--- src/rtl/cfgld_pkg.sv ---
package cfgld_pkg;
   // parser states
   typedef enum logic [2:0] {
      PS_TYPE,
      PS_ADRL,
      PS_ADRH,
      PS_NUM,
      PS_DATA,
      PS_CKSUM,
      PS_STOP
   } pstate_e;

   localparam int unsigned NERR       = 4;
   localparam int unsigned ERR_NACK   = 0;
   localparam int unsigned ERR_UNMAP  = 1;
   localparam int unsigned ERR_NOEND  = 2;
   localparam int unsigned ERR_CKSUM  = 3;
   localparam int unsigned DW_BYTES   = 4;
   localparam int unsigned TADDR_W    = 16;
endpackage

--- src/rtl/cfgld_fetch.sv ---
module cfgld_fetch #(
   parameter int unsigned MAX_BYTES = 2048,
   localparam int unsigned BA_W     = $clog2(MAX_BYTES),
   localparam int unsigned CNT_W    = BA_W + 1
) (
   input  logic            clk,
   input  logic            rst_n,
   input  logic            pull,
   output logic            rd_req,
   output logic [BA_W-1:0] rd_addr,
   input  logic            rd_ack,
   input  logic            rd_nack,
   output logic            byte_vld,
   output logic            nack_evt,
   output logic            limit_evt
);
   logic             req_q;
   logic [CNT_W-1:0] pos_q;
   logic             at_end;

   assign at_end    = (pos_q == CNT_W'(MAX_BYTES));
   assign rd_req    = req_q;
   assign rd_addr   = pos_q[BA_W-1:0];
   assign nack_evt  = req_q & rd_nack;
   assign byte_vld  = req_q & rd_ack & ~rd_nack;
   assign limit_evt = pull & ~req_q & at_end;

   always_ff @(posedge clk or negedge rst_n) begin
      if (!rst_n) begin
         req_q <= 1'b0;
         pos_q <= '0;
      end else if (req_q) begin
         if (rd_ack || rd_nack) req_q <= 1'b0;
         if (byte_vld)          pos_q <= pos_q + 1'b1;
      end else if (pull && !at_end) begin
         req_q <= 1'b1;
      end
   end
endmodule

--- src/rtl/cfgld_dword_asm.sv ---
module cfgld_dword_asm #(
   parameter int unsigned NB = 4,
   localparam int unsigned IW = $clog2(NB)
) (
   input  logic            clk,
   input  logic            rst_n,
   input  logic            ld,
   input  logic [IW-1:0]   idx,
   input  logic [7:0]      din,
   output logic [NB*8-1:0] nxt
);
   for (genvar g = 0; g < NB; g++) begin : g_lane
      logic [7:0] lane_q;
      logic       hit;
      assign hit = ld && (idx == IW'(g));
      always_ff @(posedge clk or negedge rst_n) begin
         if (!rst_n)   lane_q <= '0;
         else if (hit) lane_q <= din;
      end
      assign nxt[g*8 +: 8] = hit ? din : lane_q;
   end
endmodule

--- src/rtl/cfgld_sum.sv ---
module cfgld_sum #(
   parameter bit CKSUM_EN = 1'b1
) (
   input  logic       clk,
   input  logic       rst_n,
   input  logic       add,
   input  logic [7:0] din,
   output logic       match
);
   if (CKSUM_EN) begin : g_sum
      logic [7:0] sum_q;
      logic [7:0] total;
      always_ff @(posedge clk or negedge rst_n) begin
         if (!rst_n)   sum_q <= '0;
         else if (add) sum_q <= sum_q + din;
      end
      assign total = sum_q + din;
      assign match = (total == 8'hFF);
   end else begin : g_nosum
      assign match = 1'b1;
   end
endmodule

--- src/rtl/cfgld_flags.sv ---
module cfgld_flags #(
   parameter int unsigned N = 4
) (
   input  logic         clk,
   input  logic         rst_n,
   input  logic [N-1:0] set,
   input  logic [N-1:0] clr,
   output logic [N-1:0] flags
);
   for (genvar g = 0; g < N; g++) begin : g_bit
      logic f_q;
      always_ff @(posedge clk or negedge rst_n) begin
         if (!rst_n)      f_q <= 1'b0;
         else if (set[g]) f_q <= 1'b1;
         else if (clr[g]) f_q <= 1'b0;
      end
      assign flags[g] = f_q;
   end
endmodule

--- src/rtl/cfg_eeprom_loader.sv ---
module cfg_eeprom_loader
   import cfgld_pkg::*;
#(
   parameter int unsigned MAX_BYTES = 2048,
   parameter int unsigned CSR_AW    = 16,
   parameter bit          CKSUM_EN  = 1'b1
) (
   input  logic                         clk,
   input  logic                         rst_n,
   output logic                         ee_rd_req,
   output logic [$clog2(MAX_BYTES)-1:0] ee_rd_addr,
   input  logic                         ee_rd_ack,
   input  logic                         ee_rd_nack,
   input  logic [7:0]                   ee_rd_data,
   output logic                         csr_wr,
   output logic [CSR_AW-1:0]            csr_addr,
   output logic [31:0]                  csr_wdata,
   input  logic                         csr_addr_hit,
   input  logic                         cksum_skip,
   input  logic [NERR-1:0]              err_clr,
   output logic                         load_done,
   output logic [NERR-1:0]              err_flags
);
   localparam int unsigned LIW = $clog2(DW_BYTES);

   if (MAX_BYTES < 2) begin : g_bad_max
      $error("MAX_BYTES must be at least 2");
   end
   if (CSR_AW < 1 || CSR_AW > TADDR_W) begin : g_bad_aw
      $error("CSR_AW must lie in 1..16");
   end

   pstate_e            st_q;
   logic [TADDR_W-1:0] tadr_q;
   logic [7:0]         left_q;
   logic [LIW-1:0]     lane_q;
   logic               seq_q, adv_q, wr_q, done_q;
   logic [31:0]        wdata_q;

   logic               pull, bv, nack_evt, limit_evt, cks_ok;
   logic               in_data, last_lane, cks_byte;
   logic [31:0]        dw_nxt;
   logic [NERR-1:0]    err_set;

   assign pull      = (st_q != PS_STOP) && !adv_q && !done_q;
   assign in_data   = (st_q == PS_DATA) && bv;
   assign last_lane = (lane_q == LIW'(DW_BYTES - 1));
   assign cks_byte  = (st_q == PS_CKSUM) && bv;

   cfgld_fetch #(.MAX_BYTES(MAX_BYTES)) u_fetch (
      .clk      (clk),
      .rst_n    (rst_n),
      .pull     (pull),
      .rd_req   (ee_rd_req),
      .rd_addr  (ee_rd_addr),
      .rd_ack   (ee_rd_ack),
      .rd_nack  (ee_rd_nack),
      .byte_vld (bv),
      .nack_evt (nack_evt),
      .limit_evt(limit_evt)
   );

   cfgld_dword_asm #(.NB(DW_BYTES)) u_asm (
      .clk  (clk),
      .rst_n(rst_n),
      .ld   (in_data),
      .idx  (lane_q),
      .din  (ee_rd_data),
      .nxt  (dw_nxt)
   );

   cfgld_sum #(.CKSUM_EN(CKSUM_EN)) u_sum (
      .clk  (clk),
      .rst_n(rst_n),
      .add  (bv && (st_q != PS_CKSUM)),
      .din  (ee_rd_data),
      .match(cks_ok)
   );

   always_comb begin
      err_set            = '0;
      err_set[ERR_NACK]  = nack_evt;
      err_set[ERR_UNMAP] = in_data && last_lane && !csr_addr_hit;
      err_set[ERR_NOEND] = limit_evt;
      err_set[ERR_CKSUM] = cks_byte && !cksum_skip && !cks_ok;
   end

   cfgld_flags #(.N(NERR)) u_flags (
      .clk  (clk),
      .rst_n(rst_n),
      .set  (err_set),
      .clr  (err_clr),
      .flags(err_flags)
   );

   always_ff @(posedge clk or negedge rst_n) begin
      if (!rst_n) begin
         st_q    <= PS_TYPE;
         tadr_q  <= '0;
         left_q  <= '0;
         lane_q  <= '0;
         seq_q   <= 1'b0;
         adv_q   <= 1'b0;
         wr_q    <= 1'b0;
         wdata_q <= '0;
         done_q  <= 1'b0;
      end else begin
         wr_q  <= 1'b0;
         adv_q <= 1'b0;
         if (adv_q) tadr_q <= tadr_q + 1'b1;
         if (cks_byte || nack_evt || limit_evt) done_q <= 1'b1;
         if (nack_evt || limit_evt) begin
            st_q <= PS_STOP;
         end else if (bv) begin
            unique case (st_q)
               PS_TYPE: begin
                  if (ee_rd_data[1]) st_q <= PS_CKSUM;
                  else begin
                     seq_q <= ee_rd_data[0];
                     st_q  <= PS_ADRL;
                  end
               end
               PS_ADRL: begin
                  tadr_q[7:0] <= ee_rd_data;
                  st_q        <= PS_ADRH;
               end
               PS_ADRH: begin
                  tadr_q[15:8] <= ee_rd_data;
                  lane_q       <= '0;
                  left_q       <= 8'd1;
                  st_q         <= seq_q ? PS_NUM : PS_DATA;
               end
               PS_NUM: begin
                  left_q <= ee_rd_data;
                  st_q   <= (ee_rd_data == 8'd0) ? PS_TYPE : PS_DATA;
               end
               PS_DATA: begin
                  lane_q <= lane_q + 1'b1;
                  if (last_lane) begin
                     wdata_q <= dw_nxt;
                     wr_q    <= csr_addr_hit;
                     adv_q   <= 1'b1;
                     left_q  <= left_q - 1'b1;
                     if (left_q == 8'd1) st_q <= PS_TYPE;
                  end
               end
               PS_CKSUM: st_q <= PS_STOP;
               default:  st_q <= PS_STOP;
            endcase
         end
      end
   end

   assign csr_wr    = wr_q;
   assign csr_addr  = tadr_q[CSR_AW-1:0];
   assign csr_wdata = wdata_q;
   assign load_done = done_q;
endmodule

--- config.mk ---
export PLATFORM = sky130hd
export DESIGN_NAME = cfg_eeprom_loader
export DESIGN_NICKNAME = d
export VERILOG_FILES = /design/src/rtl/cfgld_pkg.sv /design/src/rtl/cfgld_fetch.sv /design/src/rtl/cfgld_dword_asm.sv /design/src/rtl/cfgld_sum.sv /design/src/rtl/cfgld_flags.sv /design/src/rtl/cfg_eeprom_loader.sv
export SDC_FILE = /design/constraint.sdc
export NUM_CORES = 1
export LEC_CHECK = 0
export ABC_AREA = 1
export BUFFER_PORTS_ARGS = -buffer_cell sky130_fd_sc_hd__buf_2
export CAP_MARGIN = 20
export CORE_MARGIN = 2
export CORE_UTILIZATION = 57
export CTS_CLUSTER_DIAMETER = 100
export DETAILED_ROUTE_END_ITERATION = 16
export GPL_TIMING_DRIVEN = 0
export PLACE_DENSITY_LB_ADDON = 0.05
export SLEW_MARGIN = 10
export SYNTH_ARGS = -nofsm -noshare
export SYNTH_HDL_FRONTEND = slang
export SYNTH_SLANG_ARGS = --single-unit
--- constraint.sdc ---
create_clock -name clk -period 2 [get_ports clk]
set_clock_uncertainty 0.05 [all_clocks]
set_input_delay 0.1 -clock clk [delete_from_list [all_inputs] [get_ports clk]]
set_output_delay 0.1 -clock clk [all_outputs]
set_load 0.01 [all_outputs]
==> flow_metrics.env, run 1 <==
export IMPL_crit_fanout=10
export IMPL_cp_required_ns=2.36
export IMPL_setup_viol=0
export IMPL_setup_tns_final_ns=0
export IMPL_synth_avg_cell_area_um2=8.245
export IMPL_crit_top_cell="nand2_1"
export IMPL_worstPathCellList="inv_2 > nand2_4 > nor2_8 > nand2_1 > a21oi_1 > buf_2 > o21ai_0 > nand2_1 > o21ai_1"
export IMPL_layout_drive_gt1_share_pct=21.13
export IMPL_grt_util_all_layers_pct=26.95
export IMPL_place_inst=912
export IMPL_place_area_um2=6346
export IMPL_row_count=36
export IMPL_path_class="reg -> reg"
export IMPL_fin_crit_ns=1.904
export IMPL_antenna_found_initial=0
export IMPL_cp_num_cells=9
export IMPL_synth_area_um2=5730
export IMPL_finalHoldViolCount=0
export IMPL_drc=0
export IMPL_dp_hpwl_um=9322
export IMPL_cp_data_arrival_time_ns=2.26
export IMPL_die_w_um=104.3
export IMPL_die_area_um2=10870
export IMPL_fin_area_um2=7289
export IMPL_drv_cap=0
export IMPL_grt_pass1_wl_um=22940
export IMPL_vdd_drop_max_v=0.0008734
export IMPL_boundaryPins=84
export IMPL_tightest_slew_ns=0.5046
export IMPL_p_per_area_nw_per_um2=864.4
export IMPL_postRouteAntennaNets=0
export IMPL_post_drt_wl_per_cell_um=14.42
export IMPL_finalNonFillerCells=966
export IMPL_yosysSeqAreaShare_pct=49.78
export IMPL_finalCritPeriodShare_pct=95.19
export IMPL_cpPeakStageDelay_ns=0.44
export IMPL_core_um2=9774
export IMPL_diodes=0
export IMPL_fmax_ghz=0.5253
export IMPL_place_congestion=0.8931
export IMPL_yosysWarnings=0
export IMPL_cts_root_buf="clkbuf_8"
export IMPL_async_flop_share_pct=100.0
export IMPL_first_pass_iters=5
export IMPL_cts_sink_count=114
export IMPL_synth_edf_count=0
export IMPL_crit_family="simple AND/OR/NAND/NOR gates"
export IMPL_crit_buf_inv=2
export IMPL_finalNetCount=855
export IMPL_final_cell_mix="227 x nand2_1, 114 x dfrtp_1, 90 x buf_2"
export IMPL_cpMaxStageDelayCell="dfrtp_1"
export IMPL_slew_headroom_pct=66.10
export IMPL_whs_path_depth=5
export IMPL_cts_made_buffers=17
export IMPL_clkTransAtPathRegs_ns=0.06
export IMPL_grt_pass1_vias=4856
export IMPL_final_common_cell="nand2_1"
export IMPL_worstSkewPairLatency_ns=0.52
export IMPL_total_power_uw=6301
export IMPL_grt_max_degree=77
export IMPL_area_growth_pct=27.21
export IMPL_hold_class="in -> reg"
export IMPL_ff2ff_path_depth=9
export IMPL_die_h_um=104.3
export IMPL_cp_start_kind="flip-flop"
export IMPL_syn_num_nets=730
export IMPL_end_kind="flip-flop"
export IMPL_synth_flop_cell="dfrtp_1"
export IMPL_hold_ws_ns=0.05232
export IMPL_synth_cell_types=37
export IMPL_p_leak_uw=0.003972
export IMPL_grt_ovfl_total=0
export IMPL_synth_seq_cells=114
export IMPL_vias_per_cell=5.263
export IMPL_status="finished clean"
export IMPL_cts_path_max_buffers=2
export IMPL_h_tree_depth=4
export IMPL_fillers=757
export IMPL_drt_wl_total_um=13930
export IMPL_drt_iter0_markers=306
export IMPL_synthCells=695
export IMPL_cts_tree="built"
export IMPL_initial_utilization_pct=58.63
export IMPL_finalMaxSlewViolations=0
export IMPL_r2r_setup_slack_ns=0.1
export IMPL_rsz0062_at_grt="no"
export IMPL_vias=5084
export IMPL_io_buffer_count=83
[sequential cells by signal, summed over array words and instances (netlist names)]
register	count
csr_wdata	32
u_flags.g_bit.f_q	4
csr_wr	1
csr_addr	16
u_sum.g_sum.sum_q	8
left_q	8
st_q	3
lane_q	2
load_done	1
u_fetch.pos_q	12
adv_q	1
u_asm.g_lane.lane_q	24
seq_q	1
u_fetch.rd_req	1
[final timing paths]
check	to	startpoint
setup / recovery	left_q[3]	st_q[0]
hold / removal	lane_q[1]	ee_rd_ack
setup reg to reg	left_q[3]	st_q[0]
hold reg to reg	u_asm.g_lane[0].lane_q[6]	u_asm.g_lane[0].lane_q[6]
max in group asynchronous	u_fetch.pos_q[7]	rst_n
min in group asynchronous	u_fetch.pos_q[6]	rst_n
[tightest hold or removal path, cell delays in order]
cell and delay [ns]:
buf_2 0.11, nand3_2 0.15, nor2_8 0.08, nand2_1 0.05, o21ai_0 0.08
[metrics by stage]
stage	utilization [%]	setup slack [ns]
CTS	74.14	0.01945
global placement	64.58	-0.5983
detailed placement	64.93	0.05060
floorplan	-	0.3344
finish	74.58	0.09615
global route	74.58	0.003473
[layout make-up]
cell class,instances,area [um2],area share (%)
Buffer,30,211.5,2.901
Clock buffer,18,427.9,5.870
Timing Repair Buffer,106,664.4,9.114
Tap cell,133,166.4,2.283
Clock inverter,14,282.8,3.879
Multi-Input combinational cell,460,2336,32.05
Inverter,91,347.8,4.772
Sequential cell,114,2853,39.13
[report_power, final]
group	switching, uW	internal (uW)
logic	203	119
registers	18.2	2330
clock network	1080	2560
[routing by layer]
layer / global-route usage (%) / vias to the layer above / share of wire [%]
met1: 34.76 / 2431 / 44
li1: - / 2453 / -
met2: 43.00 / 175 / 48
met4: 10.42 / 0 / 2.6
met5: 0 / - / 0
met3: 7.957 / 25 / 5.9
[synth_stat cells (4+ instances only)]
master | count | area [um2]
inv_1 | 85 | 319.1
nand4_1 | 12 | 75.07
nand2_4 | 4 | 45.04
buf_2 | 9 | 45.04
xor2_1 | 11 | 96.34
o21ai_2 | 6 | 52.55
ha_1 | 16 | 200.2
inv_2 | 5 | 18.77
nand2_1 | 228 | 855.8
nand3_1 | 34 | 170.2
nor2_1 | 35 | 131.4
a31oi_1 | 7 | 43.79
a21oi_1 | 12 | 60.06
dfrtp_1 | 114 | 2853
buf_6 | 4 | 45.04
o21ai_1 | 20 | 100.1
o21ai_0 | 38 | 190.2
buf_4 | 15 | 112.6
nor3_1 | 8 | 40.04
[cell families (layout without fill, tap and decap cells)]
| kind of cell | after synthesis | in the layout | share of synthesized area [%] |
|---|---|---|---|
| simple gates | 333 | 333 | 25.09 |
| buf+inv | 121 | 259 | 9.673 |
| flops | 114 | 114 | 49.78 |
| compound gates | 97 | 97 | 9.629 |
| fa+ha+maj | 17 | 17 | 3.843 |
| xor+xnor | 13 | 13 | 1.987 |
[repair_timing]
action                                 in CTS  in global routing
resized for setup                           0                  7
buffers inserted                            0                  3
setup endpoints to repair                   0                 22
hold buffers                               19                  0
endpoints found under the hold margin     143                  0
Power figures use the tool's default switching activity.
==> run 2: changes to the inputs <==
--- a/config.mk
+++ b/config.mk
@@ -8,10 +8,12 @@
 export ABC_AREA = 1
 export BUFFER_PORTS_ARGS = -buffer_cell sky130_fd_sc_hd__buf_2
 export CAP_MARGIN = 20
+export CORE_ASPECT_RATIO = 1.1
 export CORE_MARGIN = 2
 export CORE_UTILIZATION = 57
 export CTS_CLUSTER_DIAMETER = 100
 export DETAILED_ROUTE_END_ITERATION = 16
+export GPL_ROUTABILITY_DRIVEN = 1
 export GPL_TIMING_DRIVEN = 0
 export PLACE_DENSITY_LB_ADDON = 0.05
 export SLEW_MARGIN = 10
==> run 2 against run 1 <==
Clock power down 21%. Final cell count fell by 1.6%. Die area is essentially flat. Sequential power barely moved. Flip-flop and latch count is the same. First-iteration DRC count increased by 5.9%. Maximum frequency fell by 1.1%. Core utilization fell by 2.2 points. Highest routed layer unchanged. Register-to-register slack gained 0.02 ns.
==> flow_metrics.env, run 2 (synthesis results as in run 1) <==
export IMPL_end_kind="flip-flop"
export IMPL_fmax_ghz=0.5193
export IMPL_drc=0
export IMPL_status="finished clean"
export IMPL_setup_tns_final_ns=0
export IMPL_cp_endpoint="u_flags.g_bit[3].f_q"
export IMPL_fin_util_pct=72.35
export IMPL_finalNetCount=854
export IMPL_first_pass_iters=5
export IMPL_hold_class="in -> async"
export IMPL_post_drt_wl_per_cell_um=14.31
export IMPL_cts_made_buffers=17
export IMPL_vdd_drop_max_v=0.0005875
export IMPL_slew_headroom_pct=71.50
export IMPL_die_h_um=109.2
export IMPL_p_per_area_nw_per_um2=779.0
export IMPL_critPathLaunch="ee_rd_data[1]"
export IMPL_fin_crit_ns=1.926
export IMPL_grt_pass1_wl_um=22560
export IMPL_place_congestion=0.8894
export IMPL_row_count=38
export IMPL_finalHoldViolCount=0
export IMPL_final_common_cell="nand2_1"
export IMPL_vias=5030
export IMPL_ff2ff_path_depth=13
export IMPL_worstSkewPairLatency_ns=0.53
export IMPL_drv_cap=0
export IMPL_core_um2=9842
export IMPL_grt_ovfl_total=0
export IMPL_diodes=0
export IMPL_finalCritPeriodShare_pct=96.29
export IMPL_antenna_found_initial=0
export IMPL_die_w_um=99.60
export IMPL_grt_max_degree=72
export IMPL_cts_path_max_buffers=2
export IMPL_area_growth_pct=24.26
export IMPL_final_cell_mix="227 x nand2_1, 114 x dfrtp_1, 90 x buf_2"
export IMPL_layout_drive_gt1_share_pct=20.94
export IMPL_postRouteAntennaNets=0
export IMPL_path_class="in -> reg"
export IMPL_clkTransAtPathRegs_ns=0.06
export IMPL_cts_tree="built"
export IMPL_h_tree_depth=4
export IMPL_cp_data_arrival_time_ns=2.29
export IMPL_cts_sink_count=114
export IMPL_r2r_end="u_flags.g_bit[3].f_q"
export IMPL_drt_wl_total_um=13610
export IMPL_cp_required_ns=2.37
export IMPL_io_buffer_count=83
export IMPL_drt_iter0_markers=324
export IMPL_vias_per_cell=5.289
export IMPL_fillers=801
export IMPL_die_area_um2=10870
export IMPL_p_leak_uw=0.003891
export IMPL_setup_viol=0
export IMPL_grt_util_all_layers_pct=26.69
export IMPL_largest_reg_flops=32
export IMPL_r2r_start="u_sum.g_sum.sum_q[0]"
export IMPL_r2r_setup_slack_ns=0.12
export IMPL_cts_root_buf="clkbuf_8"
export IMPL_finalMaxSlewViolations=0
export IMPL_initial_utilization_pct=58.23
export IMPL_crit_fanout=6
export IMPL_cp_start_kind="input port"
export IMPL_rsz0062_at_grt="yes"
export IMPL_dp_hpwl_um=9274
export IMPL_boundaryPins=84
export IMPL_grt_pass1_vias=4814
export IMPL_tightest_slew_ns=0.4242
[run 2: cell count changes in the layout (fill, tap and decap cells not counted), sizes merged]
| cell | before | now |
|---|---|---|
| clkbuf | 21 | 22 |
| inv | 90 | 91 |
| clkinv | 4 | 5 |
| bufinv | 8 | 2 |
| dlygate4sd3 | 19 | 18 |
| clkinvlp | 3 | 5 |
[run 2: per-layer routing]
layer / track usage, % / up-vias / wire length, um / part of all wire, %
li1: - / 2450 / - / -
met1: 34.54 / 2416 / 6045 / 44
met2: 43.63 / 146 / 6653 / 49
met3: 7.436 / 18 / 725 / 5.3
met4: 8.904 / 0 / 182 / 1.3
met5: 0 / - / 0 / 0
[run 2: worst min-delay path by stage]
stage / startpoint / to / slack, ns
2_1_floorplan: rst_n / adv_q / -0.25
3_3_place_gp: err_clr[1] / u_flags.g_bit[1].f_q / 0.24
3_5_place_dp: rst_n / u_fetch.pos_q[4] / 0.001
4_1_cts: rst_n / u_fetch.pos_q[4] / 0.004
5_1_grt: rst_n / u_fetch.pos_q[4] / 0.04
6_report: rst_n / u_fetch.pos_q[4] / 0.01
[run 2: final cells by class]
| class | count | area (um2) | area share [%] |
|---|---|---|---|
| well taps | 120 | 150.1 | 2.109 |
| multi-input cells | 460 | 2338 | 32.84 |
| flip-flops and latches | 114 | 2853 | 40.06 |
| clock inverters | 12 | 135.1 | 1.898 |
| inverters | 91 | 347.8 | 4.885 |
| plain buffers | 30 | 210.2 | 2.952 |
| repair buffers | 105 | 654.4 | 9.190 |
| clock buffers | 19 | 431.7 | 6.062 |
[run 2: power breakdown]
part	internal [uW]	total [uW]	switching, uW
registers	2330	2350	17.6
clock network	1800	2880	1090
logic	116	318	202
[run 2: worst max-delay path: stages]
cell           delay, ns
dlygate4sd3_1       0.53
clkbuf_4            0.21
clkinvlp_4          0.20
fa_1                0.47
inv_1               0.07
nand2_1             0.07
nand2_2             0.09
nand3b_1            0.10
nand2_1             0.08
nand3_1             0.07
nor2_1              0.12
nand2_1             0.07
nand2_1             0.05
nand2_1             0.04
[run 2: per-stage QoR]
stage	worst slack [ns]	cells	hold slack [ns]	total power [uW]	area (um2)
final	0.07419	951	0.01092	5547	7121
after global routing	-0.05479	951	0.04370	5746	7121
after CTS	0.01390	948	0.003935	5584	7077
after detailed placement	0.01453	899	0.001183	2671	6330
after global placement	-0.5362	898	0.2431	2653	6296
after floorplan	0.3344	695	-0.2456	2536	5731
[run 2: what timing repair did]
action,in CTS,in global routing
hold buffers,18,0
gates resized for setup,0,6
endpoints found under the setup margin,0,15
hold endpoints to repair,143,0
buffers inserted,0,3
